--- src/rtl/i2c_tmo_pkg.sv ---
package i2c_tmo_pkg;

    typedef enum logic [1:0] {
        MD_HELD = 2'b00,
        MD_FREE = 2'b01,
        MD_LOW  = 2'b10,
        MD_BUS  = 2'b11
    } tmr_mode_e;

    // Rank of a select code in ascending length order: 11,00,01,10 -> 0..3
    function automatic logic [1:0] sel_rank(input logic [1:0] sel);
        return sel + 2'd1;
    endfunction

endpackage

--- src/rtl/i2c_tmo_mode_fsm.sv ---
module i2c_tmo_mode_fsm
    import i2c_tmo_pkg::*;
(
    input  logic      clk,
    input  logic      rst_n,
    input  logic      slv_en,
    input  logic      mst_req,
    input  logic      mst_act,
    input  logic      run,
    output tmr_mode_e mode_q,
    output logic      ctl_hold,
    output logic      ctl_free,
    output logic      ctl_low,
    output logic      ctl_bus
);

    logic      any_en;
    tmr_mode_e mode_d;

    assign any_en = slv_en | mst_req | mst_act;

    // Next-state: every state goes to the one the inputs select
    always_comb begin
        unique case ({any_en, run})
            2'b00: mode_d = MD_HELD;
            2'b01: mode_d = MD_FREE;
            2'b10: mode_d = MD_LOW;
            2'b11: mode_d = MD_BUS;
            default: mode_d = MD_HELD;
        endcase
    end

    // State register
    always_ff @(posedge clk or negedge rst_n) begin
        if (!rst_n) mode_q <= MD_HELD;
        else        mode_q <= mode_d;
    end

    // Output decode
    always_comb begin
        ctl_hold = 1'b0;
        ctl_free = 1'b0;
        ctl_low  = 1'b0;
        ctl_bus  = 1'b0;
        unique case (mode_q)
            MD_HELD: ctl_hold = 1'b1;
            MD_FREE: ctl_free = 1'b1;
            MD_LOW:  ctl_low  = 1'b1;
            MD_BUS:  ctl_bus  = 1'b1;
            default: ctl_hold = 1'b1;
        endcase
    end


    mode_bus_chk: assert property (@(posedge clk) disable iff (!rst_n)
        (any_en && run) |=> ctl_bus);

    mode_held_chk: assert property (@(posedge clk) disable iff (!rst_n)
        (!any_en && !run) |=> ctl_hold);

endmodule

--- src/rtl/i2c_tmo_counter.sv ---
module i2c_tmo_counter
    import i2c_tmo_pkg::*;
#(
    parameter int CNT_W = 10,
    parameter int LOW_W = 3
) (
    input  logic             clk,
    input  logic             rst_n,
    input  logic             tick,
    input  logic             ctl_hold,
    input  logic             ctl_free,
    input  logic             ctl_low,
    input  logic             ctl_bus,
    input  logic [1:0]       tsel,
    input  logic             bus_evt,
    output logic [CNT_W-1:0] cnt_q,
    output logic             min_done_q,
    output logic             ovf_pulse
);

    localparam int HI_W    = CNT_W - LOW_W;
    localparam int LOW_MAX = (1 << LOW_W) - 1;
    localparam int CNT_MAX = (1 << CNT_W) - 1;

    logic [1:0]       rank;
    logic [LOW_W-1:0] min_low;
    logic [CNT_W-1:0] min_full_m1;
    logic [CNT_W-1:0] tmo_m1;
    logic [LOW_W-1:0] low_inc;
    logic [CNT_W-1:0] cnt_d;
    logic             armed_q, armed_d;
    logic             strobe_d;

    assign rank        = sel_rank(tsel);
    assign min_low     = LOW_W'(LOW_MAX - 3) + LOW_W'(rank);
    assign min_full_m1 = {{HI_W{1'b0}}, min_low} - CNT_W'(1);
    assign tmo_m1      = CNT_W'(CNT_MAX - 4) + CNT_W'(rank);
    assign low_inc     = cnt_q[LOW_W-1:0] + LOW_W'(1);

    always_comb begin
        cnt_d     = cnt_q;
        armed_d   = armed_q;
        strobe_d  = 1'b0;
        ovf_pulse = 1'b0;
        if (ctl_hold) begin
            cnt_d   = '0;
            armed_d = 1'b1;
        end else if (ctl_free) begin
            armed_d = 1'b1;
            if (tick) begin
                cnt_d = cnt_q + CNT_W'(1);
                if (cnt_q == CNT_W'(CNT_MAX)) ovf_pulse = 1'b1;
            end
        end else if (ctl_low) begin
            cnt_d[CNT_W-1:LOW_W] = '0;
            if (bus_evt) begin
                cnt_d   = '0;
                armed_d = 1'b1;
            end else if (tick && armed_q) begin
                cnt_d[LOW_W-1:0] = low_inc;
                if (low_inc == min_low) begin
                    strobe_d = 1'b1;
                    armed_d  = 1'b0;
                end
            end
        end else if (ctl_bus) begin
            if (bus_evt) begin
                cnt_d   = '0;
                armed_d = 1'b1;
            end else if (tick) begin
                if (armed_q && cnt_q == min_full_m1) begin
                    strobe_d = 1'b1;
                    armed_d  = 1'b0;
                end
                if (cnt_q == tmo_m1) begin
                    cnt_d     = '0;
                    ovf_pulse = 1'b1;
                end else begin
                    cnt_d = cnt_q + CNT_W'(1);
                end
            end
        end
    end

    always_ff @(posedge clk or negedge rst_n) begin
        if (!rst_n) begin
            cnt_q      <= '0;
            armed_q    <= 1'b1;
            min_done_q <= 1'b0;
        end else begin
            cnt_q      <= cnt_d;
            armed_q    <= armed_d;
            min_done_q <= strobe_d;
        end
    end


    held_clear_chk: assert property (@(posedge clk) disable iff (!rst_n)
        ctl_hold |=> (cnt_q == '0 && !min_done_q));

    low_hi_zero_chk: assert property (@(posedge clk) disable iff (!rst_n)
        ctl_low |=> (cnt_q[CNT_W-1:LOW_W] == '0));

    evt_clear_chk: assert property (@(posedge clk) disable iff (!rst_n)
        (ctl_bus && bus_evt) |=> (cnt_q == '0));

    strobe_single_chk: assert property (@(posedge clk) disable iff (!rst_n)
        min_done_q |=> !min_done_q);

    no_tick_hold_chk: assert property (@(posedge clk) disable iff (!rst_n)
        (!tick && ctl_free) |=> $stable(cnt_q));

endmodule

--- src/rtl/i2c_tmo_flag.sv ---
module i2c_tmo_flag (
    input  logic clk,
    input  logic rst_n,
    input  logic ovf_set,
    input  logic ovf_clr,
    input  logic irq_en,
    output logic flag_q,
    output logic irq
);

    always_ff @(posedge clk or negedge rst_n) begin
        if (!rst_n)       flag_q <= 1'b0;
        else if (ovf_set) flag_q <= 1'b1;
        else if (ovf_clr) flag_q <= 1'b0;
    end

    assign irq = flag_q & irq_en;


    flag_sticky_chk: assert property (@(posedge clk) disable iff (!rst_n)
        (flag_q && !ovf_clr) |=> flag_q);

    set_wins_chk: assert property (@(posedge clk) disable iff (!rst_n)
        ovf_set |=> flag_q);

    irq_gate_chk: assert property (@(posedge clk) disable iff (!rst_n)
        irq |-> (flag_q && irq_en));

endmodule

--- src/rtl/i2c_tmo_timer.sv ---
module i2c_tmo_timer
    import i2c_tmo_pkg::*;
#(
    parameter int CNT_W = 10,
    parameter int LOW_W = 3
) (
    input  logic             clk,
    input  logic             rst_n,
    input  logic             tick,
    input  logic             slv_en,
    input  logic             mst_req,
    input  logic             mst_act,
    input  logic             run,
    input  logic [1:0]       tsel,
    input  logic             scl_edge,
    input  logic             start_det,
    input  logic             stop_det,
    input  logic             ovf_irq_en,
    input  logic             ovf_clr,
    output logic [CNT_W-1:0] time_count,
    output logic             min_done,
    output logic             ovf_flag,
    output logic             ovf_irq
);

    tmr_mode_e mode_q;
    logic      ctl_hold, ctl_free, ctl_low, ctl_bus;
    logic      bus_evt;
    logic      ovf_pulse;

    assign bus_evt = scl_edge | start_det | stop_det;

    i2c_tmo_mode_fsm u_fsm (
        .clk      (clk),
        .rst_n    (rst_n),
        .slv_en   (slv_en),
        .mst_req  (mst_req),
        .mst_act  (mst_act),
        .run      (run),
        .mode_q   (mode_q),
        .ctl_hold (ctl_hold),
        .ctl_free (ctl_free),
        .ctl_low  (ctl_low),
        .ctl_bus  (ctl_bus)
    );

    i2c_tmo_counter #(.CNT_W(CNT_W), .LOW_W(LOW_W)) u_cnt (
        .clk        (clk),
        .rst_n      (rst_n),
        .tick       (tick),
        .ctl_hold   (ctl_hold),
        .ctl_free   (ctl_free),
        .ctl_low    (ctl_low),
        .ctl_bus    (ctl_bus),
        .tsel       (tsel),
        .bus_evt    (bus_evt),
        .cnt_q      (time_count),
        .min_done_q (min_done),
        .ovf_pulse  (ovf_pulse)
    );

    i2c_tmo_flag u_flag (
        .clk     (clk),
        .rst_n   (rst_n),
        .ovf_set (ovf_pulse),
        .ovf_clr (ovf_clr),
        .irq_en  (ovf_irq_en),
        .flag_q  (ovf_flag),
        .irq     (ovf_irq)
    );


    low_no_ovf_chk: assert property (@(posedge clk) disable iff (!rst_n)
        (mode_q == MD_LOW && !ovf_flag && !ovf_clr) |=> !ovf_flag);

    held_evt_chk: assert property (@(posedge clk) disable iff (!rst_n)
        (mode_q == MD_HELD) |=> !min_done);

endmodule

--- config.mk ---
export PLATFORM = sky130hd
export DESIGN_NAME = i2c_tmo_timer
export DESIGN_NICKNAME = d
export VERILOG_FILES = /design/src/rtl/i2c_tmo_pkg.sv /design/src/rtl/i2c_tmo_mode_fsm.sv /design/src/rtl/i2c_tmo_counter.sv /design/src/rtl/i2c_tmo_flag.sv /design/src/rtl/i2c_tmo_timer.sv
export SDC_FILE = /design/constraint.sdc
export NUM_CORES = 1
export LEC_CHECK = 0
export BUFFER_PORTS_ARGS = -buffer_cell sky130_fd_sc_hd__buf_2
export CAP_MARGIN = 10
export CORE_AREA = 2 2 53 55
export CTS_BUF_LIST = sky130_fd_sc_hd__clkbuf_8
export DETAILED_ROUTE_END_ITERATION = 10
export DIE_AREA = 0 0 55 57
export GPL_ROUTABILITY_DRIVEN = 0
export PLACE_DENSITY = 0.75
export SLEW_MARGIN = 20
export SYNTH_ARGS = -nofsm -noshare
export SYNTH_HDL_FRONTEND = slang
export SYNTH_SLANG_ARGS = --single-unit
--- constraint.sdc ---
create_clock -name clk -period 2.5 [get_ports clk]
set_clock_uncertainty 0.1 [all_clocks]
set_input_delay 0 -clock clk [delete_from_list [all_inputs] [get_ports clk]]
set_output_delay 0 -clock clk [all_outputs]
set_load 0.01 [all_outputs]
==> flow_summary.json, run 1 <==
{
  "yosys-top-cells-area": "dfrtp_1 31%, ha_1 9.0%, nand3_1 4.5%",
  "report.final.setup_viol": 0,
  "ys_types": 46,
  "synth-edff-count": 0,
  "vias": 1087,
  "yosys_warnings": 0,
  "die_h_microns": 57,
  "coreArea_sq_mm": 0.002615,
  "antennaDiodeCount": 0,
  "synth_common_cells": "14 x dfrtp_1, 12 x nand2_1, 10 x nand3_1, 10 x nor2_1, 9 x inv_1",
  "r2r-end": "u_flag.flag_q$_DFFE_PN0P_",
  "drt_iter0_markers": 41,
  "maxSlewViolCount": 0,
  "final_hold_viol_count": 0,
  "dp_hpwl_microns": 1971,
  "yosys_register_bits": 15,
  "wirelength_microns": 2604,
  "min_period_ns": 2.298,
  "ys.flop_type": "dfrtp_1",
  "grtUsageTotal_pct": 19.05,
  "critPathArrivalTime_ns": 2.38,
  "fin_setup_tns_ns": 0,
  "postCtsSetupBuffers": 0,
  "drt_first_pass_iters": 4,
  "p_leak_nw": 0.6761,
  "grt_pass1_wl_microns": 4512,
  "vias_per_cell": 5.632,
  "tightest_slew_ns": 0.6472,
  "clk_pin_slew_worst_paths_ns": 0.06,
  "drc_errors": 0,
  "num_rows": 19,
  "cts_resized": 0,
  "crit_fanout": 6,
  "pin_count": 27,
  "synth_top_cell_by_area": "dfrtp_1",
  "syn_inst": 128,
  "start_util_pct": 42.73,
  "dieArea_sq_mm": 0.003135,
  "timing.final.crit_share_pct": 91.90,
  "power_per_cell_area_mw_per_mm2": 401.4,
  "layout.nets": 185,
  "antenna_found_initial": 0,
  "r2r_setup_slack_ns": 0.20,
  "rsz0062_at_grt": "false",
  "clkLatencyLatePin_ns": 0.24,
  "pre_cts_ws_ns": 0.2531,
  "ir_worst_vdd_mv": 0.2437,
  "grt-ovfl-total": 0,
  "synthesis.area_sq_mm": 0.001117,
  "routedWlPerCell_microns": 13.49,
  "drive_gt1_share_pct": 23.46,
  "critPathLaunchType": "flop",
  "post-route-worst-setup-slack_ns": 0.2025,
  "cts.sinks": 15,
  "min-delay-path-class": "input port to async pin",
  "maxSlewHeadroom_pct": 55.74,
  "cts-root-buf": "clkbuf_8",
  "cap_viol_max_count": 0,
  "area_growth_pct": 23.85,
  "ys_seq_area_share_pct": 33.71,
  "fmax_mhz": 435.3,
  "grt_max_degree": 16,
  "drt.antenna.violating_nets": 0,
  "cts_tree": "done",
  "numPortBuffers": 26,
  "cts-htree-levels": 1,
  "syn_area_per_cell_sq_um": 8.729,
  "critPathCaptureType": "flop",
  "r2r-start": "u_cnt.cnt_q[0]$_DFFE_PN0P_",
  "cts_buffers": 3,
  "clockBufferDepth": 2,
  "outcome": "finished, final reports clean",
  "die_w_microns": 55,
  "synth_top_area_share_pct": 31.35,
  "async_reset_ff_share_pct": 100.0,
  "syn_nets": 150,
  "synth.most_common_cell": "dfrtp_1",
  "crit_required_ns": 2.59,
  "grt_pass1_vias": 1093,
  "critPathKind": "flop to flop",
  "reg2regPathDepth": 6
}
==> where the power goes <==
group	internal, W	total (W)	switching [W]	leakage (nW)
logic	0.0000478	0.000102	0.0000545	0.452
registers	0.000248	0.000254	0.00000659	0.199
clock network	0.000110	0.000199	0.0000888	0.0255
total	0.000406	0.000555	0.000150	0.676
==> logic make-up after synthesis <==
| family | count (synthesis) | share of synthesized area [%] |
|---|---|---|
| compound gates | 24 | 16.24 |
| xor+xnor | 4 | 3.136 |
| fa+ha+maj | 8 | 8.959 |
| buf+inv | 13 | 5.151 |
| flops | 15 | 33.71 |
| mux | 2 | 2.239 |
| simple gates | 62 | 30.57 |
==> placed cells by master, fill, tap and decap left out, types with 2 or more instances in the layout <==
| cell type | n |
|---|---|
| or4_1 | 2 |
| nor3_1 | 4 |
| nand2_1 | 12 |
| nor2_1 | 10 |
| a21boi_0 | 2 |
| nand3_1 | 10 |
| ha_1 | 8 |
| dlygate4sd3_1 | 6 |
| buf_2 | 26 |
| clkbuf_8 | 3 |
| dfrtp_1 | 14 |
| o41ai_1 | 2 |
| a21o_1 | 2 |
| a21oi_1 | 4 |
| xor2_1 | 3 |
| o22ai_1 | 2 |
| buf_4 | 2 |
| o32a_1 | 2 |
| nor4_1 | 2 |
| nand3b_1 | 3 |
| a22o_1 | 4 |
| nand4_1 | 2 |
| nand2b_1 | 3 |
| or3_1 | 2 |
| inv_1 | 9 |
==> critical path, stage by stage (launching register included) <==
cell and delay [ns]:
dfrtp_1 0.45, or2_0 0.25, mux2_4 0.31, nor3_1 0.19
a21oi_1 0.06, o41ai_1 0.29, dlygate4sd3_1 0.58
==> area by class of cell <==
| class | count | area [sq um] |
|---|---|---|
| clock buffer | 3 | 41.29 |
| clock inverter | 1 | 5.005 |
| fill | 260 | 1231 |
| inverter | 9 | 33.78 |
| multi-input combinational | 100 | 683.2 |
| sequential | 15 | 376.6 |
| tap | 31 | 38.79 |
| timing repair buffer | 34 | 205.2 |
==> stage by stage <==
| step | cells | utilization, % | total power, W | cell area (sq um) | hold slack (ns) |
|---|---|---|---|---|---|
| 2_1_floorplan | 128 | - | 0.0003233 | 1117 | -0.3956 |
| 3_3_place_gp | 183 | 48.85 | 0.0003507 | 1277 | -0.1756 |
| 3_5_place_dp | 183 | 48.85 | 0.0003541 | 1277 | -0.1738 |
| 4_1_cts | 193 | 52.92 | 0.0005573 | 1384 | 0.09874 |
| 5_1_grt | 193 | 52.92 | 0.0005821 | 1384 | 0.1245 |
| 6_report | 193 | 52.92 | 0.0005555 | 1384 | 0.08754 |
==> routing by layer <==
metal	global-route usage, %	wire length, microns
met3	4.188	157
met1	24.00	1157
met2	30.61	1271
met4	8.362	17
met5	0	0
==> registers in the layout, indices dropped and copies added (netlist names) <==
signal / cells
u_flag.flag_q: 1
u_cnt.min_done_q: 1
u_fsm.mode_q: 2
u_cnt.cnt_q: 10
u_cnt.armed_q: 1
==> worst max-delay path by stage <==
stage,startpoint,endpoint,slack [ns],cells past startpoint
5_1_grt,u_fsm.mode_q[0]$_DFF_PN0_,u_cnt.cnt_q[8]$_DFFE_PN0P_,0.04,7
4_1_cts,u_fsm.mode_q[0]$_DFF_PN0_,u_cnt.cnt_q[8]$_DFFE_PN0P_,0.22,7
6_report,u_cnt.cnt_q[0]$_DFFE_PN0P_,u_flag.flag_q$_DFFE_PN0P_,0.20,6
3_3_place_gp,u_fsm.mode_q[0]$_DFF_PN0_,u_cnt.cnt_q[8]$_DFFE_PN0P_,0.31,7
2_1_floorplan,u_fsm.mode_q[0]$_DFF_PN0_,u_cnt.cnt_q[8]$_DFFE_PN0P_,0.35,8
3_5_place_dp,u_fsm.mode_q[0]$_DFF_PN0_,u_cnt.cnt_q[8]$_DFFE_PN0P_,0.25,7
==> repair_timing <==
item	in CTS	in global routing
setup endpoints to repair	0	0
hold buffers	6	0
endpoints found under the hold margin	18	0
Power figures use the tool's default switching activity.
==> inputs of run 2 (changes only) <==
==> constraint.sdc (replaced) <==
create_clock -name clk -period 2.5 [get_ports clk]
set_clock_uncertainty 0.1 [all_clocks]
set_input_delay 0.5 -clock clk [delete_from_list [all_inputs] [get_ports clk]]
set_output_delay 0.5 -clock clk [all_outputs]
set_load 0.01 [all_outputs]
==> run 2 against run 1 <==
Critical path depth up 1. Power up 2.5%. Worst hold slack worse by 0.047 ns. Cell area up 1.2%. Critical path type is now input port to flop. Largest power group unchanged. Highest routed layer unchanged.
==> flow_summary.json, run 2 (synthesis gave the netlist of run 1 again) <==
{
  "outcome": "finished, final reports clean",
  "fmax_mhz": 434.8,
  "critPathArrivalTime_ns": 2.34,
  "drive_gt1_share_pct": 29.52,
  "dieArea_sq_mm": 0.003135,
  "dp_hpwl_microns": 2140,
  "drt_iter0_markers": 38,
  "layout.nets": 189,
  "post-route-worst-setup-slack_ns": 0.1998,
  "die_w_microns": 55,
  "grt_pass1_wl_microns": 4664,
  "rsz0062_at_grt": "false",
  "fillCellCount": 252,
  "maxSlewViolCount": 0,
  "critPathLaunchType": "input port",
  "timing.final.crit_share_pct": 92.01,
  "p_sw_w": 0.0001579,
  "critPathCaptureType": "flop",
  "final_cell_mix": "26 x buf_2, 14 x dfrtp_1, 12 x nand2_1, 12 x buf_4",
  "top_regs": "u_cnt.cnt_q: 10 flops, u_fsm.mode_q: 2 flops",
  "maxSlewHeadroom_pct": 68.47,
  "cpPeakStageDelay_ns": 0.45,
  "area_growth_pct": 25.31,
  "critPathKind": "input port to flop",
  "place_area_sq_mm": 0.001353,
  "antenna_found_initial": 0,
  "crit_buf_inv": 1,
  "final_common_cell": "buf_2",
  "pin_count": 27,
  "cts_hold_buf": 0,
  "cts.sinks": 15,
  "cts-htree-levels": 1,
  "tightest_slew_ns": 0.4611,
  "drt.antenna.violating_nets": 0,
  "cts_buffers": 3,
  "p_leak_nw": 0.7006,
  "coreArea_sq_mm": 0.002615,
  "clockBufferDepth": 2,
  "vias_per_cell": 5.670,
  "clkLatencyLatePin_ns": 0.25,
  "final_area_sq_mm": 0.001400,
  "cp_slowest_cell": "o32a_2",
  "r2r-start": "u_fsm.mode_q[0]$_DFF_PN0_",
  "pwr-share-comb_pct": 19.6,
  "p_seq_share_pct": 44.4,
  "grtUsageTotal_pct": 20.45,
  "drt_first_pass_iters": 4,
  "grt_max_degree": 16,
  "routedWlPerCell_microns": 13.60,
  "cap_viol_max_count": 0,
  "min-delay-path-class": "input port to async pin",
  "path_depth": 7,
  "multi_input_area_sq_um": 684.4,
  "die_h_microns": 57,
  "ir_worst_vdd_mv": 0.2677,
  "crit_fanout": 8,
  "reg2regPathDepth": 8,
  "clkPwrFrac_pct": 36.0,
  "wirelength_microns": 2680,
  "drc_errors": 0,
  "final_hold_viol_count": 0,
  "cts-root-buf": "clkbuf_8",
  "hold_ws_ns": 0.04032,
  "top_register": "u_cnt.cnt_q",
  "start_util_pct": 42.73,
  "cts_tree": "done",
  "r2r-end": "u_cnt.cnt_q[8]$_DFFE_PN0P_",
  "p_total_w": 0.0005691,
  "power_per_cell_area_mw_per_mm2": 406.5,
  "pre_cts_ws_ns": -0.08454,
  "r2r_setup_slack_ns": 0.23,
  "crit_start": "tsel[0]",
  "critPathTopFamily": "compound AO/OA/AOI/OAI gates",
  "crit_required_ns": 2.54,
  "numPortBuffers": 26,
  "min_period_ns": 2.300,
  "regArea_sq_um": 376.6,
  "antennaDiodeCount": 0,
  "vias": 1117,
  "grt_pass1_vias": 1110,
  "crit_chain": "buf_2 > ha_1 > xor2_1 > mux2_4 > o32a_2 > and3_4 > a211o_1",
  "largest_reg_flops": 10,
  "internal-power_w": 0.0004112,
  "grt-ovfl-total": 0,
  "endpoint": "u_cnt.cnt_q[3]$_DFFE_PN0P_",
  "report.final.setup_viol": 0,
  "clk_pin_slew_worst_paths_ns": 0.06,
  "num_rows": 19,
  "switching_share_pct": 27.74
}
[run 2: changes by cell type in the layout (fill, tap and decap cells not counted)]
| cell | change |
|---|---|
| buf_4 | +10 |
| dlygate4sd3_1 | -6 |
| o32a_1 | -1 |
| o32a_2 | +1 |
[run 2: timing repair]
action,4_1_cts,5_1_grt
endpoints found under the hold margin,0,0
resized for setup,0,1
setup endpoints to repair,0,1
setup buffers,0,0
[run 2: worst reg2reg max path, stage by stage (launching register included)]
cell and delay [ns]:
dfrtp_1 0.34, inv_1 0.08, ha_1 0.23, or4_1 0.45, nor2_1 0.13, o32a_2 0.24
buf_4 0.13, or4b_1 0.42, nand3_1 0.09
[run 2: per-layer routing]
metal,track usage [%],vias up,routed length [microns]
met5,0,-,0
met4,11.85,0,77
met3,2.094,9,151
met2,33.84,40,1330
met1,25.00,527,1121
li1,-,541,-
[run 2: power by group through the flow]
stage / Clock, W / Combinational [W] / Sequential (W)
global placement: 0 / 0.000105 / 0.000257
CTS: 0.000211 / 0.000111 / 0.000253
detailed placement: 0 / 0.000110 / 0.000257
finish: 0.000205 / 0.000112 / 0.000253
floorplan: 0 / 0.0000652 / 0.000258
global route: 0.000221 / 0.000125 / 0.000253
[run 2: worst min-delay path by stage]
stage | from | slack (ns) | cells after the start | to
after floorplan | rst_n | 0.10 | 0 | u_cnt.cnt_q[0]$_DFFE_PN0P_
after global placement | rst_n | 0.32 | 1 | u_cnt.cnt_q[7]$_DFFE_PN0P_
after detailed placement | rst_n | 0.33 | 1 | u_cnt.cnt_q[5]$_DFFE_PN0P_
after CTS | rst_n | 0.05 | 1 | u_cnt.cnt_q[7]$_DFFE_PN0P_
after global routing | rst_n | 0.07 | 1 | u_flag.flag_q$_DFFE_PN0P_
final | rst_n | 0.04 | 1 | u_flag.flag_q$_DFFE_PN0P_
[run 2: cell type report]
class | count | area share (%)
clock buffer | 3 | 2.949
clock inverter | 1 | 0.3575
inverter | 9 | 2.413
multi-input combinational | 100 | 48.88
sequential | 15 | 26.90
tap | 31 | 2.770
timing repair buffer | 38 | 15.73
[run 2: metrics by stage]
| step | util, % | std cells | setup TNS, ns |
|---|---|---|---|
| 3_3_place_gp | 51.72 | 193 | -0.05950 |
| 6_report | 53.54 | 197 | 0 |
| 3_5_place_dp | 51.72 | 193 | -0.2812 |
| 4_1_cts | 53.49 | 197 | 0 |
| 2_1_floorplan | - | 128 | 0 |
| 5_1_grt | 53.54 | 197 | 0 |
==> inputs of run 3 (changes only) <==
Settings changed: REMOVE_ABC_BUFFERS set to 1.
==> run 3 against run 2 <==
Worst hold slack better by 0.0096 ns. Sequential share of layout area up 0.17 points. Largest cell class unchanged. Critical path type is now flop to flop. Highest routed layer unchanged. Global-route usage shrank 0.79 points. Sequential power about the same. Utilization down 0.33 points. Power shrank 0.39%. Maximum frequency down 2.6%.
==> flow_summary.json, run 3 (synthesis gave the netlist of run 1 again) <==
{
  "outcome": "finished, final reports clean",
  "min-delay-path-class": "input port to async pin",
  "top_regs": "u_cnt.cnt_q: 10 flops, u_fsm.mode_q: 2 flops",
  "clkPwrFrac_pct": 35.7,
  "pin_count": 27,
  "numPortBuffers": 26,
  "reg2regPathDepth": 8,
  "rsz0062_at_grt": "false",
  "clk_pin_slew_worst_paths_ns": 0.07,
  "cap_viol_max_count": 0,
  "final_common_cell": "buf_2",
  "dieArea_sq_mm": 0.003135,
  "critPathCaptureType": "flop",
  "cpPeakStageDelay_ns": 0.45,
  "fmax_mhz": 423.6,
  "cts-htree-levels": 1,
  "min_period_ns": 2.361,
  "crit_chain": "inv_1 > ha_1 > or4_1 > nor2_1 > o32a_1 > buf_4 > or4b_1 > nand3_1",
  "critPathTopFamily": "simple AND/OR/NAND/NOR gates",
  "vias": 1118,
  "coreArea_sq_mm": 0.002615,
  "antennaDiodeCount": 0,
  "die_w_microns": 55,
  "cts_hold_buf": 0,
  "critPathArrivalTime_ns": 2.45,
  "cts_tree": "done",
  "report.final.setup_viol": 0,
  "drc_errors": 0,
  "p_seq_share_pct": 44.6,
  "vias_per_cell": 5.704,
  "drive_gt1_share_pct": 28.48,
  "cts-root-buf": "clkbuf_8",
  "grtUsageTotal_pct": 19.66,
  "critPathLaunchType": "flop",
  "postCtsSetupBuffers": 0,
  "grt_pass1_wl_microns": 4554,
  "crit_required_ns": 2.59,
  "timing.final.crit_share_pct": 94.44,
  "wirelength_microns": 2637,
  "utilization_pct": 53.21,
  "place_area_sq_mm": 0.001345,
  "r2r-start": "u_fsm.mode_q[0]$_DFF_PN0_",
  "cp_slowest_cell": "or4_1",
  "r2r-end": "u_cnt.cnt_q[8]$_DFFE_PN0P_",
  "fillCellCount": 267,
  "maxSlewHeadroom_pct": 55.11,
  "final_hold_viol_count": 0,
  "final_cell_mix": "26 x buf_2, 14 x dfrtp_1, 12 x nand2_1",
  "dp_hpwl_microns": 2104,
  "layout.nets": 188,
  "cts_buffers": 3,
  "drt_iter0_markers": 32,
  "pwr-share-comb_pct": 19.7,
  "cts_resized": 0,
  "grt_pass1_vias": 1090,
  "maxSlewViolCount": 0,
  "tightest_slew_ns": 0.6563,
  "internal-power_w": 0.0004108,
  "area_growth_pct": 24.52,
  "grt_max_degree": 16,
  "start_util_pct": 42.73,
  "clockBufferDepth": 2,
  "r2r_setup_slack_ns": 0.14,
  "routedWlPerCell_microns": 13.45,
  "drt.antenna.violating_nets": 0,
  "crit_fanout": 8,
  "ir_worst_vdd_mv": 0.2803,
  "clkLatencyLatePin_ns": 0.25,
  "power_per_cell_area_mw_per_mm2": 407.4,
  "switching_share_pct": 27.54,
  "p_total_w": 0.0005669,
  "num_rows": 19,
  "p_sw_w": 0.0001561,
  "endpoint": "u_cnt.cnt_q[8]$_DFFE_PN0P_",
  "final_area_sq_mm": 0.001391,
  "p_leak_nw": 0.6939,
  "drt_first_pass_iters": 4,
  "largest_reg_flops": 10,
  "grt-ovfl-total": 0,
  "path_depth": 8,
  "antenna_found_initial": 0,
  "crit_buf_inv": 2,
  "critPathKind": "flop to flop",
  "top_register": "u_cnt.cnt_q",
  "cts.sinks": 15,
  "die_h_microns": 57,
  "crit_start": "u_fsm.mode_q[0]$_DFF_PN0_"
}
run 3: changes by cell type in the layout (fill, tap and decap cells not counted):
cell,change
o32a_2,-1
buf_4,-1
o32a_1,+1
run 3: layout make-up:
cell class | instances | area (sq um) | share of cell area [%]
repair buffers | 37 | 212.7 | 15.29
multi-input cells | 100 | 683.2 | 49.10
flip-flops and latches | 15 | 376.6 | 27.07
well taps | 31 | 38.79 | 2.788
clock buffers | 3 | 41.29 | 2.968
clock inverters | 1 | 5.005 | 0.3597
inverters | 9 | 33.78 | 2.428
run 3: through the flow:
stage	std cells	worst slack, ns	hold slack [ns]	setup TNS, ns
after floorplan	124	0.04946	0.1044	0
after global placement	192	-0.04647	0.3300	-0.06110
after detailed placement	192	-0.08012	0.3332	-0.2791
after CTS	196	0.1497	0.05932	0
after global routing	196	0.01192	0.07303	0
final	196	0.1391	0.04996	0
run 3: power by group through the flow:
stage | clock network (W) | logic, W | registers (W)
3_3_place_gp | 0 | 0.000106 | 0.000257
6_report | 0.000203 | 0.000112 | 0.000253
2_1_floorplan | 0 | 0.0000621 | 0.000258
3_5_place_dp | 0 | 0.000111 | 0.000257
5_1_grt | 0.000221 | 0.000125 | 0.000253
4_1_cts | 0.000208 | 0.000112 | 0.000253
run 3: worst min-delay path by stage:
stage	start	end	slack, ns	cells past startpoint
finish	rst_n	u_fsm.mode_q[1]$_DFF_PN0_	0.05	1
global route	rst_n	u_fsm.mode_q[1]$_DFF_PN0_	0.07	1
floorplan	rst_n	u_cnt.cnt_q[0]$_DFFE_PN0P_	0.10	0
detailed placement	rst_n	u_fsm.mode_q[1]$_DFF_PN0_	0.33	1
global placement	rst_n	u_fsm.mode_q[1]$_DFF_PN0_	0.33	1
CTS	rst_n	u_fsm.mode_q[1]$_DFF_PN0_	0.06	1
run 3: routing by layer:
metal,vias up,track usage [%],share of wire (%)
met5,-,0,0
met4,0,9.408,2.0
met3,8,3.665,5.0
met2,42,32.82,50
met1,525,23.66,43
li1,543,-,-
